<file path="src/rtl/clkgen_mode_pkg.sv">
package clkgen_mode_pkg;
  typedef enum logic [1:0] {
    MODE_SELF       = 2'b00,
    MODE_LOOP_INT   = 2'b01,
    MODE_BYPASS_EXT = 2'b10,
    MODE_LOOP_EXT   = 2'b11
  } clk_mode_e;

  // bit 1 set: external clock in use; bit 0 set: loop engaged
  function automatic logic mode_is_ext(clk_mode_e m);
    return m[1];
  endfunction

  function automatic logic mode_is_loop(clk_mode_e m);
    return m[0];
  endfunction
endpackage

</file>
<file path="src/rtl/clkgen_mode_fsm.sv">
module clkgen_mode_fsm
  import clkgen_mode_pkg::*;
(
  input  logic       clk_i,
  input  logic       rst_ni,
  input  logic [1:0] sel_i,
  input  logic       sel_wr_i,
  input  logic       stop_i,
  input  logic       dco_stable_i,
  input  logic       ref_lost_i,
  output clk_mode_e  mode_o,
  output logic       off_o,
  output logic       hold_o,
  output logic       lost_evt_o
);
  clk_mode_e mode_q, mode_d;
  logic [1:0] sel_q, sel_d;
  logic       off_q, off_d;
  logic       pend_q, pend_d;
  logic       hold_q, hold_d;

  always_comb begin
    mode_d     = mode_q;
    off_d      = off_q;
    pend_d     = pend_q;
    hold_d     = hold_q;
    sel_d      = sel_wr_i ? sel_i : sel_q;
    lost_evt_o = 1'b0;
    if (stop_i) begin
      off_d  = 1'b1;
      pend_d = 1'b0;
    end else if (off_q) begin
      off_d = 1'b0;
      if (sel_d[0]) begin
        // loop selection: run free until the oscillator settles
        mode_d = MODE_SELF;
        pend_d = 1'b1;
        hold_d = 1'b1;
      end else begin
        mode_d = clk_mode_e'(sel_d);
        pend_d = 1'b0;
        hold_d = (clk_mode_e'(sel_d) == MODE_SELF);
      end
    end else if (ref_lost_i && mode_is_ext(mode_q)) begin
      mode_d     = MODE_SELF;
      pend_d     = 1'b0;
      hold_d     = 1'b1;
      lost_evt_o = 1'b1;
    end else if (sel_wr_i) begin
      mode_d = clk_mode_e'(sel_i);
      pend_d = 1'b0;
      hold_d = (clk_mode_e'(sel_i) == MODE_SELF) ? (hold_q | mode_is_loop(mode_q)) : 1'b0;
    end else if (pend_q && dco_stable_i) begin
      mode_d = clk_mode_e'(sel_q);
      pend_d = 1'b0;
      hold_d = 1'b0;
    end
  end

  always_ff @(posedge clk_i or negedge rst_ni) begin
    if (!rst_ni) begin
      mode_q <= MODE_SELF;
      sel_q  <= 2'b00;
      off_q  <= 1'b0;
      pend_q <= 1'b0;
      hold_q <= 1'b0;
    end else begin
      mode_q <= mode_d;
      sel_q  <= sel_d;
      off_q  <= off_d;
      pend_q <= pend_d;
      hold_q <= hold_d;
    end
  end

  assign mode_o = off_q ? MODE_SELF : mode_q;
  assign off_o  = off_q;
  assign hold_o = hold_q;
endmodule

</file>
<file path="src/rtl/clkgen_ref_div.sv">
module clkgen_ref_div #(
  parameter int unsigned REF_DIV = 7
) (
  input  logic clk_i,
  input  logic rst_ni,
  input  logic en_i,
  output logic tick_o
);
  localparam int unsigned CW = (REF_DIV > 1) ? $clog2(REF_DIV) : 1;
  localparam logic [CW-1:0] LAST = CW'(REF_DIV - 1);

  logic [CW-1:0] cnt_q;

  always_ff @(posedge clk_i or negedge rst_ni) begin
    if (!rst_ni)             cnt_q <= '0;
    else if (!en_i)          cnt_q <= '0;
    else if (cnt_q == LAST)  cnt_q <= '0;
    else                     cnt_q <= cnt_q + CW'(1);
  end

  assign tick_o = en_i && (cnt_q == LAST);
endmodule

</file>
<file path="src/rtl/clkgen_loss_flag.sv">
module clkgen_loss_flag (
  input  logic clk_i,
  input  logic rst_ni,
  input  logic lost_evt_i,
  input  logic rst_en_i,
  input  logic clr_i,
  output logic irq_o,
  output logic rst_req_o
);
  logic irq_q, req_q;
  logic set_irq;

  assign set_irq = lost_evt_i && !rst_en_i;

  always_ff @(posedge clk_i or negedge rst_ni) begin
    if (!rst_ni) begin
      irq_q <= 1'b0;
      req_q <= 1'b0;
    end else begin
      if (set_irq)    irq_q <= 1'b1;
      else if (clr_i) irq_q <= 1'b0;
      req_q <= lost_evt_i && rst_en_i;
    end
  end

  assign irq_o     = irq_q;
  assign rst_req_o = req_q;
endmodule

</file>
<file path="src/rtl/clkgen_mode_ctrl.sv">
module clkgen_mode_ctrl
  import clkgen_mode_pkg::*;
#(
  parameter int unsigned REF_DIV = 7
) (
  input  logic       clk_i,
  input  logic       rst_ni,
  input  logic [1:0] sel_i,
  input  logic       sel_wr_i,
  input  logic       stop_i,
  input  logic       dco_stable_i,
  input  logic       lock_i,
  input  logic       ref_lost_i,
  input  logic       flag_clr_i,
  input  logic       loss_rst_en_i,
  output logic [1:0] mode_o,
  output logic       off_o,
  output logic       loop_closed_o,
  output logic       loop_locked_o,
  output logic       freq_hold_o,
  output logic       irq_o,
  output logic       rst_req_o,
  output logic       ref_tick_o
);
  clk_mode_e mode;
  logic      off, lost_evt;

  clkgen_mode_fsm u_fsm (
    .clk_i        (clk_i),
    .rst_ni       (rst_ni),
    .sel_i        (sel_i),
    .sel_wr_i     (sel_wr_i),
    .stop_i       (stop_i),
    .dco_stable_i (dco_stable_i),
    .ref_lost_i   (ref_lost_i),
    .mode_o       (mode),
    .off_o        (off),
    .hold_o       (freq_hold_o),
    .lost_evt_o   (lost_evt)
  );

  clkgen_loss_flag u_flag (
    .clk_i      (clk_i),
    .rst_ni     (rst_ni),
    .lost_evt_i (lost_evt),
    .rst_en_i   (loss_rst_en_i),
    .clr_i      (flag_clr_i),
    .irq_o      (irq_o),
    .rst_req_o  (rst_req_o)
  );

  clkgen_ref_div #(.REF_DIV(REF_DIV)) u_div (
    .clk_i  (clk_i),
    .rst_ni (rst_ni),
    .en_i   (!off && (mode == MODE_LOOP_INT)),
    .tick_o (ref_tick_o)
  );

  assign mode_o        = mode;
  assign off_o         = off;
  assign loop_closed_o = !off && mode_is_loop(mode);
  assign loop_locked_o = loop_closed_o && lock_i;
endmodule

</file>
<file path="config.mk">
export PLATFORM = sky130hd
export DESIGN_NAME = clkgen_mode_ctrl
export DESIGN_NICKNAME = d
export VERILOG_FILES = /design/src/rtl/clkgen_mode_pkg.sv /design/src/rtl/clkgen_mode_fsm.sv /design/src/rtl/clkgen_ref_div.sv /design/src/rtl/clkgen_loss_flag.sv /design/src/rtl/clkgen_mode_ctrl.sv
export SDC_FILE = /design/constraint.sdc
export NUM_CORES = 1
export LEC_CHECK = 0
export ABC_CLOCK_PERIOD_IN_PS = 2800
export BUFFER_PORTS_ARGS = -buffer_cell sky130_fd_sc_hd__clkbuf_2
export CAP_MARGIN = 15
export CORE_AREA = 2 2 39 41
export CTS_CLUSTER_DIAMETER = 150
export CTS_CLUSTER_SIZE = 10
export DETAILED_ROUTE_END_ITERATION = 8
export DIE_AREA = 0 0 41 43
export PLACE_DENSITY = 0.75
export SKIP_LAST_GASP = 1
export SYNTH_ARGS = -nofsm -noshare
export SYNTH_HDL_FRONTEND = slang
export SYNTH_SLANG_ARGS = --single-unit
</file>
<file path="constraint.sdc">
create_clock -name clk_i -period 2.8 [get_ports clk_i]
set_input_delay 0.14 -clock clk_i [delete_from_list [all_inputs] [get_ports clk_i]]
set_output_delay 0.14 -clock clk_i [all_outputs]
set_load 0.01 [all_outputs]
</file>
Yosys cells after proc, flatten, opt, wreduce, memory -nomap -nowiden --
Index checks and enable logic that the tools add are counted.
Cells by class: add/sub/neg operators 1, eq/ne operators 2, multiplexer cells 26, bitwise gates (word level) 2, reductions and logical operators 16
Operators with widths (count):
- $mux 1 | 17
- $mux 2 | 7
- $logic_and 1x1->1 | 8
- $mux 3 | 2
- $reduce_bool 5->1 | 1
- $logic_not 2->1 | 2
- $reduce_bool 4->1 | 1
- $add 3x1->3 const B | 1
- $eq 3x3->1 const B | 1
- $eq 2x1->1 const B | 1
- $logic_not 1->1 | 2
- $reduce_and 2->1 | 1
- $reduce_bool 2->1 | 1
- $not 1->1 | 1
- $or 1x1->1 | 1
Storage, ports and cells: flip-flop bits (word level) 12, bits of input ports 11, output and inout bits 9, word-level logic and storage cells 55

Logic depth before layout (Yosys ltp) --
depth after elaboration 6, depth in mapped cells 4, mapped depth without buffers 4

Modules after synthesis --
Synthesis repeated with hierarchy kept, for this count alone.
Unflattened totals: cell total of the unflattened synthesis 53, area, all modules 594.3 um^2
Modules (own cells, without submodules):
- clkgen_mode_fsm | instances 1, cells an instance 30, area each 364.1 um^2, sequential area each 175.2 um^2
- clkgen_ref_div | instances 1, cells an instance 14, area each 130.1 um^2, sequential area each 75.1 um^2
- clkgen_loss_flag | instances 1, cells an instance 6, area each 77.6 um^2, sequential area each 50.0 um^2
- clkgen_mode_ctrl | instances 1, cells an instance 3, area each 22.5 um^2, sequential area each 0.0 um^2

Worst setup path after synthesis --
No wires, ideal clock.
path kind register to register, start register u_fsm.off_q, in the netlist u_fsm.off_o, end register u_fsm.mode_q[0], data arrival time 1248 ps, path slack 1427 ps, stages on the path, launching flop included 5, cells stage by stage dfrtp_1 -> a21o_1 -> a211oi_2 -> nor2_2 -> mux2_4
On the way: longest elaborated chain between the ends 2, elaborated cells on any way between the ends 3, classes of those cells 1 x mux; 2 x reduce/logical
Ends and longest elaborated chain:
- start: declaration | RTL line clkgen_mode_fsm.sv:18 | logic off_q, off_d;
- start signal: assignment | RTL line clkgen_mode_fsm.sv:64 | off_q <= 1'b0;
- start signal: assignment | RTL line clkgen_mode_fsm.sv:70 | off_q <= off_d;
- $reduce_bool 4->1 (no source line)
- $reduce_and 2->1 (no source line)
- end signal: assignment | RTL line clkgen_mode_fsm.sv:68 | mode_q <= mode_d;
- end: declaration | RTL line clkgen_mode_fsm.sv:16 | clk_mode_e mode_q, mode_d;
Parallel ways exist; a longest one is shown, timed or not. A chain may end at the register's enable or synchronous reset.

Worst setup path after layout --
start register u_fsm.off_q, in the netlist u_fsm.off_o, end output ref_tick_o
On the way: longest elaborated chain between the ends 4, elaborated cells on any way between the ends 5, classes of those cells 1 x eq/ne; 1 x mux; 3 x reduce/logical
Ends and longest elaborated chain:
- $mux 2 | RTL line clkgen_mode_fsm.sv:76 | assign mode_o = off_q ? MODE_SELF : mode_q;
- $eq 2x1->1 | RTL line clkgen_mode_ctrl.sv:55 | .en_i (!off && (mode == MODE_LOOP_INT)),
- $logic_and 1x1->1 * | RTL line clkgen_mode_ctrl.sv:55
- $logic_and 1x1->1 * | RTL line clkgen_ref_div.sv:21 | assign tick_o = en_i && (cnt_q == LAST);
- end: declaration | RTL line clkgen_mode_ctrl.sv:23 | output logic ref_tick_o
Every way passes the cells marked *; elsewhere a longest branch is shown, timed or not.

==> out/metrics.yaml <==
status:
  status: "completed"
synthesis:
  ys_seq_area_share_pct: 52.98
  ys_warn_count: 0
  avgSynthCellArea_um2: 10.69
  netlist_area_um2: 566.8
  netlist_instances: 53
  syn_nets: 64
  synth.distinct_cells: 23
  ys_ff_latch: 12
global_routing:
  grt-ovfl-total: 0
  grt_max_degree: 13
  grt_pass1_wl_um: 1704
  antenna_found_initial: 0
  grt_pass1_vias: 432
  grtUsageTotal_pct: 14.83
setup_path:
  crit_family: "simple AND/OR/NAND/NOR gates"
  crit_required_ns: 2.66
  critPathMaxStageDelay_ns: 0.43
  r2r_slack_ns: 1.37
  worst-path-buf-inv: 1
  crit_fanout: 6
  path_cells: "nor2b_1 > nand2b_1 > nor3_1 > clkbuf_2"
  crit_type: "reg -> out"
  critical_path.slowest_cell: "dfrtp_1"
  endpoint_kind: "output pin"
  cp.arrival_ns: 1.45
  start_kind: "register"
route:
  drt_iter0_markers: 2
  dr_wl_met2_um: 538
  wl_met1_um: 437
  drc: 0
  routedWlPerCell_um: 11.71
  ant_nets: 0
  vias_per_cell: 4.978
  wl_um: 1077
  dr_wl_met3_um: 69
  dr.pass1.iters: 2
  vias: 458
  highest_layer: "met4"
clocking:
  cts_htree_levels: 1
  clock_latency_ns: 0.28
  cts-resized-gates: 0
  cts_root_buffer: "clkbuf_4"
  tritoncts: "yes"
  clk_pin_slew_ns: 0.08
  clock_sinks: 12
  numCtsBuffers: 3
  cts.path.max_buffers: 2
floorplan:
  io-pin-count: 20
  die_area_um2: 1763
  core_area_um2: 1384
  num_rows: 14
  initial_core_util_pct: 40.96
  fp.dieW_um: 41
  fp.dieH_um: 43
power_and_ir_drop:
  power_per_cell_area_nw_per_um2: 568.9
  total_leakage_power_nw: 0.3623
  ir_drop_mv: 0.3549
sta:
  setup_viol: 0
  clock_skew_ns: 0.005485
  timing.fmax_mhz: 628.4
  tightest_slew_ns: 0.3092
  timing.final.crit_share_pct: 56.83
  finalCriticalPeriod_ns: 1.591
  hold_violations: 0
  rsz0062_at_grt: "false"
  maxSlewViolCount: 0
  slew_headroom_pct: 79.39
  setup_tns_ns: 0
final_layout:
  n_antenna_cell: 0
  final_cell_mix: "clkbuf_2, dfrtp_1, nor2_1"
  areaGrowthSynthToFinish_pct: 27.15
  drive_above_1_share_pct: 38.16
  fin_nets: 88
  fin_area_um2: 720.7
  fillers: 127
  mostFrequentLayoutCell: "clkbuf_2"
placement:
  io_buffers: 19
  placed_area_um2: 674.4
  place.gp.congestion: 0.7846
  hpwl_um: 860
min_path:
  hold_path.class: "in -> reg"
run:
  drv_cap: 0
[cell families (layout without fill, tap and decap cells)]
group	Yosys count	after routing	share of synthesized area (%)
AOI/OAI and AO/OA	8	8	9.494
buffers and inverters	5	28	3.973
DFF	12	12	52.98
and+or+nand+nor	23	23	22.52
muxes	5	5	11.04
[path summary, 6_finish.rpt]
check / from / to / depth (start not counted)
max: u_fsm.off_o / ref_tick_o / 4
min: stop_i / u_fsm.off_o / 1
max reg2reg: u_fsm.off_o / u_fsm.mode_q[0] / 4
min reg2reg: u_div.cnt_q[0] / u_div.cnt_q[0] / 1
max in group asynchronous: rst_ni / u_div.cnt_q[2] / 2
min in group asynchronous: rst_ni / u_fsm.off_o / 2
[per-layer routing]
layer,vias to the layer above,track usage (%)
li1,225,-
met1,214,16.38
met2,15,23.75
met3,4,3.141
met4,0,10.00
met5,-,0
[flip-flops by register name (all words and copies together) (netlist names)]
register,count
u_fsm.pend_q,1
u_fsm.mode_q,2
u_fsm.sel_q,2
u_flag.rst_req_o,1
u_fsm.hold_o,1
u_flag.irq_o,1
u_fsm.off_o,1
u_div.cnt_q,3
[power by group]
part | switching, W | internal, W | leakage, nW
Sequential | 0.0000118 | 0.000188 | 0.155
Combinational | 0.0000347 | 0.0000370 | 0.186
Clock | 0.0000590 | 0.0000791 | 0.0210
Total | 0.000106 | 0.000304 | 0.362
[area by class of cell]
| class | instances | area (um^2) | share of cell area (%) |
|---|---|---|---|
| clock buffers | 4 | 36.28 | 5.035 |
| inverters | 4 | 15.01 | 2.083 |
| repair buffers | 20 | 105.1 | 14.58 |
| flip-flops and latches | 12 | 300.3 | 41.67 |
| multi-input cells | 36 | 244.0 | 33.85 |
| well taps | 16 | 20.02 | 2.778 |
[what timing repair did]
action / 4_1_cts / 5_1_grt
hold buffers: 1 / 0
endpoints found under the hold margin: 12 / 0
setup buffers: 0 / 0
setup endpoints to repair: 0 / 0
[cell usage after synthesis]
library cell  instances  share of area, %
inv_1                 4               2.6
nand2b_1              2               2.2
a211oi_2              1               2.2
mux2_4                2               5.3
a22oi_1               1               1.3
nor4b_1               1               1.5
nor2_2                1               1.1
buf_4                 1               1.3
mux2_2                2               4.0
a21o_1                1               1.3
and3b_1               1               1.5
a21oi_1               2               1.8
nand3b_1              1               1.3
nor3b_1               2               2.6
dfrtp_1              12                53
nor2b_1               3               3.3
nand2_1               3               2.0
o22ai_1               1               1.1
mux2i_1               1               1.8
nor3_1                2               1.8
o21ai_0               2               1.8
nor2_1                6               4.0
and2_1                1               1.1
[metrics by stage]
| stage | power, W | hold WS (ns) | setup WS, ns | utilization [%] | std cells |
|---|---|---|---|---|---|
| after floorplan | 0.0002458 | -0.1556 | 1.427 | - | 53 |
| after global routing | 0.0004315 | 0.02493 | 1.064 | 52.08 | 92 |
| after detailed placement | 0.0002754 | 0.04190 | 1.380 | 48.73 | 87 |
| after global placement | 0.0002726 | 0.03727 | 1.432 | 48.73 | 87 |
| final | 0.0004100 | 0.02105 | 1.209 | 52.08 | 92 |
| after CTS | 0.0004143 | 0.01809 | 1.193 | 52.08 | 92 |
No activity file was read; power rests on OpenSTA's default activity.
